===== src/rtl/haf_pkg.sv =====
package haf_pkg;
  typedef enum logic [2:0] {FM_DROP, FM_ALL, FM_FIRST, FM_SECOND, FM_RAW} fmode_e;
  typedef enum logic [1:0] {HIT_NONE = 2'd0, HIT_A = 2'd1, HIT_B = 2'd2, HIT_GRP = 2'd3} hit_e;
  localparam logic [2:0] MC_RAW    = 3'b100;
  localparam logic [2:0] MC_SECOND = 3'b101;
  localparam logic [2:0] MC_ALL    = 3'b110;
  localparam logic [2:0] MC_FIRST  = 3'b111;
endpackage


===== src/rtl/haf_mode_decode.sv =====
module haf_mode_decode
  import haf_pkg::*;
#(
  parameter int POS_W = 2
) (
  input  logic [2:0]       mode_code,
  output fmode_e           fmode,
  output logic [POS_W-1:0] cmp_pos,
  output logic             filtering
);
  always_comb begin
    unique case (mode_code)
      MC_RAW:    fmode = FM_RAW;
      MC_ALL:    fmode = FM_ALL;
      MC_FIRST:  fmode = FM_FIRST;
      MC_SECOND: fmode = FM_SECOND;
      default:   fmode = FM_DROP;
    endcase
  end

  // Position of the compared byte within the frame (0 = start byte)
  assign cmp_pos   = (fmode == FM_SECOND) ? POS_W'(1) : '0;
  assign filtering = (fmode == FM_FIRST) || (fmode == FM_SECOND);
endmodule


===== src/rtl/haf_addr_match.sv =====
module haf_addr_match
  import haf_pkg::*;
#(
  parameter int            DW       = 8,
  parameter logic [DW-1:0] G_FIRST0 = 8'hFE,
  parameter logic [DW-1:0] G_FIRST1 = 8'hFC,
  parameter logic [DW-1:0] G_SECOND = 8'hFF
) (
  input  fmode_e        fmode,
  input  logic [DW-1:0] dat,
  input  logic [DW-1:0] sap_a,
  input  logic [DW-1:0] sap_b,
  input  logic [DW-1:0] tei_a,
  input  logic [DW-1:0] tei_b,
  output hit_e          hit
);
  localparam int NPROG = 2;

  logic [DW-1:0]    prog_ref [NPROG];
  logic [NPROG-1:0] prog_eq;
  logic             grp_eq;

  always_comb begin
    if (fmode == FM_SECOND) begin
      prog_ref[0] = tei_a;
      prog_ref[1] = tei_b;
      grp_eq      = (dat == G_SECOND);
    end else begin
      prog_ref[0] = sap_a;
      prog_ref[1] = sap_b;
      grp_eq      = (dat == G_FIRST0) || (dat == G_FIRST1);
    end
  end

  for (genvar i = 0; i < NPROG; i++) begin : g_cmp
    assign prog_eq[i] = (dat == prog_ref[i]);
  end

  // Fixed priority: first register, then second, then group
  always_comb begin
    if (prog_eq[0])      hit = HIT_A;
    else if (prog_eq[1]) hit = HIT_B;
    else if (grp_eq)     hit = HIT_GRP;
    else                 hit = HIT_NONE;
  end
endmodule


===== src/rtl/haf_frame_track.sv =====
module haf_frame_track
  import haf_pkg::*;
#(
  parameter int POS_W = 2
) (
  input  logic             clk,
  input  logic             rst_n,
  input  logic             beat,
  input  logic             sof,
  input  logic             eof,
  input  logic             filtering,
  input  logic [POS_W-1:0] cmp_pos,
  input  hit_e             hit,
  output logic [POS_W-1:0] idx,
  output logic             open_q,
  output logic             pass_q,
  output hit_e             code_q
);
  localparam logic [POS_W-1:0] POS_MAX = '1;

  logic [POS_W-1:0] pos_q;

  assign idx = sof ? '0 : pos_q;

  always_ff @(posedge clk) begin
    if (!rst_n) begin
      pos_q  <= '0;
      open_q <= 1'b0;
      pass_q <= 1'b0;
      code_q <= HIT_NONE;
    end else if (beat) begin
      if (sof) begin
        open_q <= !eof;
        pass_q <= 1'b0;
        code_q <= HIT_NONE;
      end else if (eof) begin
        open_q <= 1'b0;
      end
      if (sof || open_q) begin
        pos_q <= (idx == POS_MAX) ? idx : idx + 1'b1;
        if (filtering && idx == cmp_pos) begin
          pass_q <= (hit != HIT_NONE);
          code_q <= hit;
        end
      end
    end
  end
endmodule


===== src/rtl/hdlc_addr_filter.sv =====
module hdlc_addr_filter
  import haf_pkg::*;
#(
  parameter int             DW        = 8,
  parameter int             POS_W     = 2,
  parameter logic [DW-1:0]  GRP_SAP_0 = 8'hFE,
  parameter logic [DW-1:0]  GRP_SAP_1 = 8'hFC,
  parameter logic [DW-1:0]  GRP_TEI   = 8'hFF
) (
  input  logic          clk,
  input  logic          rst_n,
  input  logic [2:0]    cfg_mode,
  input  logic [DW-1:0] cfg_sap1,
  input  logic [DW-1:0] cfg_sap2,
  input  logic [DW-1:0] cfg_tei1,
  input  logic [DW-1:0] cfg_tei2,
  input  logic          in_valid,
  output logic          in_ready,
  input  logic [DW-1:0] in_data,
  input  logic          in_sof,
  input  logic          in_eof,
  output logic          out_valid,
  input  logic          out_ready,
  output logic [DW-1:0] out_data,
  output logic          out_last,
  output logic [1:0]    out_status
);
  fmode_e           fmode;
  logic [POS_W-1:0] cmp_pos;
  logic             filtering;
  hit_e             hit;
  logic [POS_W-1:0] idx;
  logic             open_q;
  logic             pass_q;
  hit_e             code_q;
  logic             fwd_now;

  haf_mode_decode #(.POS_W(POS_W)) u_dec (
    .mode_code (cfg_mode),
    .fmode     (fmode),
    .cmp_pos   (cmp_pos),
    .filtering (filtering)
  );

  haf_addr_match #(
    .DW(DW), .G_FIRST0(GRP_SAP_0), .G_FIRST1(GRP_SAP_1), .G_SECOND(GRP_TEI)
  ) u_match (
    .fmode (fmode),
    .dat   (in_data),
    .sap_a (cfg_sap1),
    .sap_b (cfg_sap2),
    .tei_a (cfg_tei1),
    .tei_b (cfg_tei2),
    .hit   (hit)
  );

  haf_frame_track #(.POS_W(POS_W)) u_track (
    .clk       (clk),
    .rst_n     (rst_n),
    .beat      (in_valid && in_ready),
    .sof       (in_sof),
    .eof       (in_eof),
    .filtering (filtering),
    .cmp_pos   (cmp_pos),
    .hit       (hit),
    .idx       (idx),
    .open_q    (open_q),
    .pass_q    (pass_q),
    .code_q    (code_q)
  );

  always_comb begin
    unique case (fmode)
      FM_RAW:               fwd_now = 1'b1;
      FM_ALL:               fwd_now = in_sof || open_q;
      FM_FIRST, FM_SECOND:  fwd_now = !in_sof && open_q && pass_q && (idx > cmp_pos);
      default:              fwd_now = 1'b0;
    endcase
  end

  assign out_valid  = in_valid && fwd_now;
  assign in_ready   = fwd_now ? out_ready : 1'b1;
  assign out_data   = in_data;
  assign out_last   = (fmode != FM_RAW) && in_eof;
  assign out_status = (filtering && in_eof) ? code_q : HIT_NONE;
endmodule


===== config.mk =====
export PLATFORM = sky130hd
export DESIGN_NAME = hdlc_addr_filter
export DESIGN_NICKNAME = d
export VERILOG_FILES = /design/src/rtl/haf_pkg.sv /design/src/rtl/haf_mode_decode.sv /design/src/rtl/haf_addr_match.sv /design/src/rtl/haf_frame_track.sv /design/src/rtl/hdlc_addr_filter.sv
export SDC_FILE = /design/constraint.sdc
export NUM_CORES = 1
export LEC_CHECK = 0
export ABC_AREA = 1
export BUFFER_PORTS_ARGS = -buffer_cell sky130_fd_sc_hd__buf_4
export CORE_MARGIN = 2
export CORE_UTILIZATION = 38
export DETAILED_ROUTE_END_ITERATION = 10
export PLACE_DENSITY = 0.7
export SETUP_SLACK_MARGIN = 0.2
export SYNTH_ARGS = -nofsm -noshare
export SYNTH_HDL_FRONTEND = slang
export SYNTH_HIERARCHICAL = 1
export SYNTH_SLANG_ARGS = --single-unit

===== constraint.sdc =====
create_clock -name clk -period 2.2 [get_ports clk]
set_input_delay 0.44 -clock clk [delete_from_list [all_inputs] [get_ports clk]]
set_output_delay 0.44 -clock clk [all_outputs]
set_load 0.05 [all_outputs]

## Yosys cells after proc, flatten, opt, wreduce, memory -nomap -nowiden

Cells that the tools add are included.

- Register bits after elaboration: 6
- Bits of input ports: 49

- Add/sub/neg operators: 1
- $lt $le $gt $ge: 1
- Equality and inequality tests: 16
- Muxes and demuxes: 20
- Reductions and logical operators: 18

Operators with widths:

| kind | number |
|---|---|
| 8-bit == test (second input constant) | 3 |
| 2-bit two-way mux | 9 |
| 8-bit == test | 2 |
| 16-bit two-way mux | 1 |
| 3-bit == test (second input constant) | 5 |
| 3-bit one-hot mux with 4 select lines | 1 |
| 1-bit logical AND | 8 |
| 1-bit two-way mux | 8 |
| 3-bit by 2-bit == test with 1-bit output (second input constant) | 2 |
| 2-bit AND reduction | 2 |
| 2-bit nonzero test | 2 |
| 3-bit by 1-bit == test with 1-bit output (second input constant) | 1 |
| 1-bit logical OR | 3 |
| 3-bit inequality test (second input constant) | 1 |
| 1-bit one-hot mux with 3 select lines | 1 |
| 2-bit by 1-bit adder with 2-bit output (second input constant) | 1 |
| 2-bit by 1-bit == test with 1-bit output | 1 |
| 2-bit == test (second input constant) | 1 |
| 2-bit > comparator | 1 |
| 1-bit logical NOT | 2 |
| 2-bit OR reduction | 1 |

## Depth between registers and ports, before layout

Gate-level depths: netlist (run 1).

- Depth after elaboration: 10
- Depth in mapped cells: 18
- Gate-level depth less buffers: 18

## Modules after synthesis

Netlist (run 1), hierarchy kept.

By module, submodules not included:

| module | instances | cells an instance | area an instance (sq um) | sequential area each (sq um) |
|---|---|---|---|---|
| haf_addr_match | 1 | 160 | 670.6 | 0.0 |
| haf_frame_track | 1 | 41 | 320.3 | 120.1 |
| hdlc_addr_filter | 1 | 37 | 202.7 | 0.0 |
| haf_mode_decode | 1 | 14 | 57.6 | 0.0 |

## Least setup slack after synthesis (run 1)

No wires, ideal clock.

- Path type: input port to output port
- From: input cfg_mode[0]
- To: output out_last
- Arrival: 2027 ps
- Data required time: 1760 ps
- Slack: -267 ps
- Stages: 5
- Cell sequence: nand2_1 -> nand2_1 -> nor2_1 -> nor2_1 -> a21boi_0

- Longest elaborated chain between the ends: 4
- Elaborated cells on any way between the ends: 7
- Classes of those cells: eq/ne (5); mux (1); reduce/logical (1)

Ends and longest elaborated chain:

| what | line | RTL |
|---|---|---|
| start: declaration | hdlc_addr_filter.sv:12 | `input logic [2:0] cfg_mode,` |
| 3-bit == test | haf_mode_decode.sv:12 | `unique case (mode_code)` |
| 3-bit one-hot mux with 4 select lines (*) | haf_mode_decode.sv:12 |  |
| via fmode[0] | hdlc_addr_filter.sv:28 | `fmode_e fmode;` |
| 3-bit inequality test (*) | hdlc_addr_filter.sv:84 | `assign out_last = (fmode != FM_RAW) && in_eof;` |
| 1-bit logical AND (*) | hdlc_addr_filter.sv:84 |  |
| end: declaration | hdlc_addr_filter.sv:25 | `output logic out_last,` |

Mark *: on every way through the listed nets, which the timed path passes. The rest lies on a longest branch.

## Worst setup path after layout (run 1)

- From: input cfg_mode[1]
- To: output out_valid

- Longest elaborated chain between the ends: 8
- Elaborated cells on any way between the ends: 15
- Classes of those cells: order compare (1); eq/ne (8); mux (3); reduce/logical (3)

Ends and longest elaborated chain:

| what | line | RTL |
|---|---|---|
| 3-bit == test | haf_mode_decode.sv:12 |  |
| 3-bit one-hot mux with 4 select lines (*) | haf_mode_decode.sv:12 |  |
| 3-bit by 2-bit == test with 1-bit output (*) | haf_mode_decode.sv:22 | `assign cmp_pos = (fmode == FM_SECOND) ? POS_W'(1) : '0;` |
| 1-bit two-way mux (*) | haf_mode_decode.sv:22 |  |
| via cmp_pos[0] | hdlc_addr_filter.sv:29 | `logic [POS_W-1:0] cmp_pos;` |
| 2-bit > comparator (*) | hdlc_addr_filter.sv:76 | `FM_FIRST, FM_SECOND: fwd_now = !in_sof && open_q && pass_q && (idx > cmp_pos);` |
| 1-bit logical AND (*) | hdlc_addr_filter.sv:76 |  |
| 1-bit one-hot mux with 3 select lines (*) | hdlc_addr_filter.sv:73 | `unique case (fmode)` |
| 1-bit logical AND (*) | hdlc_addr_filter.sv:81 | `assign out_valid = in_valid && fwd_now;` |
| end: declaration | hdlc_addr_filter.sv:22 | `output logic out_valid,` |

Marked as above.

==> impl_metrics.ini, run 1 <==
[setup_path]
rr_endpoint = u_track/code_q[0]
max_stage_delay_ns = 0.22
cp-end-kind = primary output
crit_arrival_ns = 1.77
timing.critical_path.from = cfg_mode[1]
r2r_start = u_track/pos_q[0]
worst_path_max_delay_cell = ha_4
start_kind = input pin
required_ns = 1.76
path_cells = buf_8 > inv_2 > nand2_2 > nor2_4 > ha_4 > nand2_2 > inv_2 > nor2_2 > nand2_1 > nand2_1 > nand2_2 > a21oi_4 > buf_6
worstPathMaxFanout = 4
ff2ff_path_depth = 17
crit_type = in2out
ff2ff_setup_slack_ns = 0.15
cpMostUsedCell = nand2_2

[flow_run]
drv_cap = 0

[detailed_routing]
drc = 0
routed_wl_mm = 3.63
wl_per_cell_um = 9.76
viasPerCell = 4.44
first_pass_iters = 4
vias = 1650
antenna_left = 0
drtIter0Drc = 59

[sta]
fin_crit_sh = 1.00
fin_hold_ws_ns = 0.425
setup_tns_ns = -0.00679
clock.fmax_mhz = 453
setup_viol = 1
fin_ws_ns = -0.00679
finClkSkew_ns = 0.00359
rsz0062_at_grt = yes
hold_viol = 0
drv_slew = 0
finalCriticalPeriod_ns = 2.21

[die]
ios = 62
die_area_sq_um = 3770
row_count = 20
initial_utilization = 0.403
dieWidth_um = 61.4
die_y_um = 61.4
fp.coreArea_sq_um = 3100

[cts]
htreeDepth = 1
clock_path_buffers = 2
numCtsBuffers = 3
tritoncts = built
clkLatencyLatePin_ns = 0.24
path_clk_slew_ns = 0.05
clock_sinks = 6
cts_root_buf = clkbuf_4

[run_status]
outcome = complete, but fails checks
violations = negative setup slack

[layout]
area_growth_pct = 64.8
final_common_cell = nand2_1
instances_no_fill = 372
fin_nets = 381
drive_above_1_share = 0.402
final_cell_mix = nand2_1 (97), buf_4 (77), inv_1 (48)
design_area_sq_um = 2060
fin_util = 0.665
antenna_cells = 0

[grt]
grt_pass1_wl_mm = 5.64
grt_max_degree = 12
grt_pass1_vias = 1389
grt_usage = 0.190
antenna_found_initial = 0
grt_overflow = 0

[min_path]
worstHoldStart = in_eof
min_path_type = in2reg
hold_end = u_track/open_q
hold_depth = 2

[logic_synthesis]
synth_ff_type = dfxtp_1
avgSynthCellArea_sq_um = 4.97
synth_edf_count = 0
synth_area_sq_um = 1250
synthesis.instances = 252
ys_seq_area_frac = 0.0960
synthDistinctLibCells = 26
yosys_warnings = 6
ys_ff_latch = 6
synthArstFlopShare = 0
synth_nets = 303

[placement]
hpwl_mm = 2.75
dp_slack_ns = -0.0679
dp.cells = 359
placed_area_sq_um = 1870
place.gp.congestion = 0.804
portBuffers = 61

[power]
finalPower_mw = 0.577
powerDensity_nw_per_um2 = 280
leakage_nw = 1.23
power.ir.vdd_worst_mv = 0.157
==> state kept, by name (all words and copies together) (netlist names) <==
register and flops:
u_track/pos_q 2, u_track/code_q 2, u_track/open_q 1, u_track/pass_q 1
==> critical path, delay by kind of cell <==
| family | cells | cell delay [ns] |
|---|---|---|
| fa+ha+maj | 1 | 0.22 |
| buf+inv | 4 | 0.35 |
| compound gates | 1 | 0.16 |
| simple gates | 7 | 0.60 |
==> worst max path at each step <==
| stage | end |
|---|---|
| after floorplan | u_track/code_q[0] |
| after global placement | u_track/code_q[0] |
| after detailed placement | u_track/code_q[0] |
| after CTS | out_valid |
| after global routing | out_valid |
| final | out_valid |
==> cell families (layout without fill, tap and decap cells) <==
logic type	count (synthesis)	count (layout)	synth area share
AND/OR/NAND/NOR	161	161	0.562
buffers and inverters	66	142	0.237
AO/OA/AOI/OAI	16	16	0.0820
flip-flops	6	6	0.0960
adder cells (fa/ha/maj)	2	2	0.0200
other	1	1	0.00300
==> power by group <==
group,internal (mW),switching (mW)
sequential,0.114,0.00478
combinational,0.164,0.192
clock,0.0618,0.0409
==> synth_stat cells (2+ instances only) <==
master   count  area (sq um)
buf_6        2          22.5
buf_4        9          67.6
a21oi_1      5          25.0
nand2_1    102           383
ha_1         2          25.0
dfxtp_1      6           120
nor2_4       2          22.5
nand3_1     24           120
nor3_1       3          15.0
a31oi_1      2          12.5
inv_1       53           199
and3_1       2          12.5
o21ai_0      3          15.0
nor2_1      12          45.0
inv_2        2          7.51
a21oi_2      2          17.5
nand2_2     10          62.6
nand4_1      3          18.8
==> area by class of cell <==
cell class | count | area [sq um]
fill | 305 | 1040
sequential | 6 | 123
multi-input combinational | 180 | 962
tap | 44 | 55.1
clock buffer | 3 | 22.5
inverter | 55 | 221
timing repair buffer | 84 | 678
==> routing by layer <==
metal  GRT usage  part of all wire
met4      0.0182                 0
met3     0.00630             0.051
met1       0.268              0.50
met2       0.336              0.45
met5           0                 0
==> what timing repair did <==
item | in CTS | in global routing
endpoints found under the setup margin | 5 | 7
hold buffers | 0 | 0
gates resized for setup | 14 | 11
buffers inserted | 9 | 1
pin swaps | 7 | 7
(Power assumes the default switching activity.)
==> run 2: changes to the inputs <==
--- a/config.mk
+++ b/config.mk
@@ -11,7 +11,6 @@
 export CORE_UTILIZATION = 38
 export DETAILED_ROUTE_END_ITERATION = 10
 export PLACE_DENSITY = 0.7
-export SETUP_SLACK_MARGIN = 0.2
 export SYNTH_ARGS = -nofsm -noshare
 export SYNTH_HDL_FRONTEND = slang
 export SYNTH_HIERARCHICAL = 1
==> impl_metrics.ini, run 2 (same netlist as run 1, synthesis figures left out) <==
[setup_path]
crit_type = in2out
max_stage_delay_ns = 0.21
path_cells = buf_8 > inv_2 > nand2_2 > nor2_4 > ha_4 > nand2_1 > inv_1 > nor2_1 > nand2_1 > nand2_1 > nand2_2 > a21oi_2 > buf_6
cpMostUsedCell = nand2_1
worst_path_max_delay_cell = ha_4
worstPathMaxFanout = 4
start_kind = input pin
timing.critical_path.buf_inv = 4
cp-end-kind = primary output
required_ns = 1.76
crit_arrival_ns = 1.75
cp_top_family = simple AND/OR/NAND/NOR gates

[power]
power_frac_seq = 0.214
switchingPower_mw = 0.224
p_clk_frac = 0.189
intPower_mw = 0.326
powerDensity_nw_per_um2 = 285
leakage_nw = 1.18
comb_power_share = 0.597
switching_share = 0.407
finalPower_mw = 0.550
power.ir.vdd_worst_mv = 0.227

[detailed_routing]
drc = 0
wl_per_cell_um = 9.48
drtIter0Drc = 100
met3_length_um = 230
first_pass_iters = 4
antenna_left = 0
routed_wl_mm = 3.46
maxUsedRoutingLayer = met4
vias = 1642
viasPerCell = 4.50
met1_length_mm = 1.49
wl_met2_mm = 1.73

[placement]
dp.cells = 360
place.gp.congestion = 0.816
hpwl_mm = 2.77
portBuffers = 61
dp_slack_ns = -0.133

[layout]
area_growth_pct = 54.1
final_common_cell = nand2_1
final_cell_mix = nand2_1 (99), buf_4 (71), inv_1 (50)
antenna_cells = 0
drive_above_1_share = 0.355
instances_no_fill = 365
top_regs = u_track/code_q: 2 flops, u_track/pos_q: 2 flops
fin_nets = 374

[sta]
drv_slew = 0
fin_crit_sh = 0.996
setup_viol = 0
fin_ws_ns = 0.00809
hold_viol = 0
finClkSkew_ns = 0.00207
clock.fmax_mhz = 456
fin_hold_ws_ns = 0.417
setup_tns_ns = 0
finalCriticalPeriod_ns = 2.19

[die]
ios = 62
dieWidth_um = 61.4
initial_utilization = 0.403
die_area_sq_um = 3770
fp.coreArea_sq_um = 3100
row_count = 20
die_y_um = 61.4

[grt]
grt_pass1_vias = 1431
grt_pass1_wl_mm = 5.46
grt_overflow = 0
antenna_found_initial = 0
grt_usage = 0.183
grt_max_degree = 18

[cts]
cts_root_buf = clkbuf_4
numCtsBuffers = 3
clock_sinks = 6
clkLatencyLatePin_ns = 0.24
path_clk_slew_ns = 0.05
clock_path_buffers = 2
tritoncts = built
htreeDepth = 1

[flow_run]
drv_cap = 0

[run_status]
outcome = finished clean

[min_path]
min_path_type = in2reg
run 2: cell types whose count changed in the layout (fill, tap and decap cells not counted), sizes merged:
cell  delta
buf      -7
run 2: final timing paths:
check                    startpoint           endpoint  slack (ns)  cells past startpoint
setup / recovery        cfg_mode[1]          out_valid       0.008                     13
hold / removal               in_eof     u_track/open_q        0.42                      2
setup reg to reg   u_track/pos_q[1]     u_track/pass_q        0.25                     16
hold reg to reg   u_track/code_q[0]  u_track/code_q[0]        0.48                      2
run 2: repair_timing:
item | in CTS | in global routing
hold buffers | 0 | 0
setup endpoints to repair | 0 | 4
gates resized for setup | 0 | 22
hold endpoints to repair | 0 | 0
buffers inserted | 0 | 2
run 2: layout make-up:
type,count,area (sq um)
Timing Repair Buffer,77,622
Clock buffer,3,22.5
Sequential cell,6,125
Inverter,55,209
Tap cell,44,55.1
Fill cell,321,1170
Multi-Input combinational cell,180,895
run 2: per-stage QoR:
| step | area (sq um) | utilization |
|---|---|---|
| after floorplan | 1260 | - |
| after global placement | 1810 | 0.584 |
| after detailed placement | 1810 | 0.584 |
| after CTS | 1840 | 0.592 |
| after global routing | 1930 | 0.621 |
| final | 1930 | 0.621 |
run 2: worst register-to-register path, delay by kind of cell (launching register included):
kind / cells / cell delay (ns)
AO/OA/AOI/OAI: 3 / 0.29
adder cells (fa/ha/maj): 1 / 0.26
buffers and inverters: 2 / 0.12
flip-flops: 1 / 0.33
AND/OR/NAND/NOR: 10 / 0.82
run 2: power by group through the flow:
stage	Clock, mW	Combinational [mW]	Sequential (mW)
after floorplan	0	0.185	0.118
after global placement	0	0.306	0.119
after detailed placement	0	0.309	0.119
after CTS	0.108	0.310	0.117
after global routing	0.115	0.364	0.118
final	0.104	0.328	0.118
run 2: per-layer routing:
| layer | track usage | vias up |
|---|---|---|
| met5 | 0 | - |
| met4 | 0.0182 | 0 |
| met3 | 0.0210 | 4 |
| met2 | 0.362 | 57 |
| met1 | 0.217 | 688 |
| li1 | - | 893 |
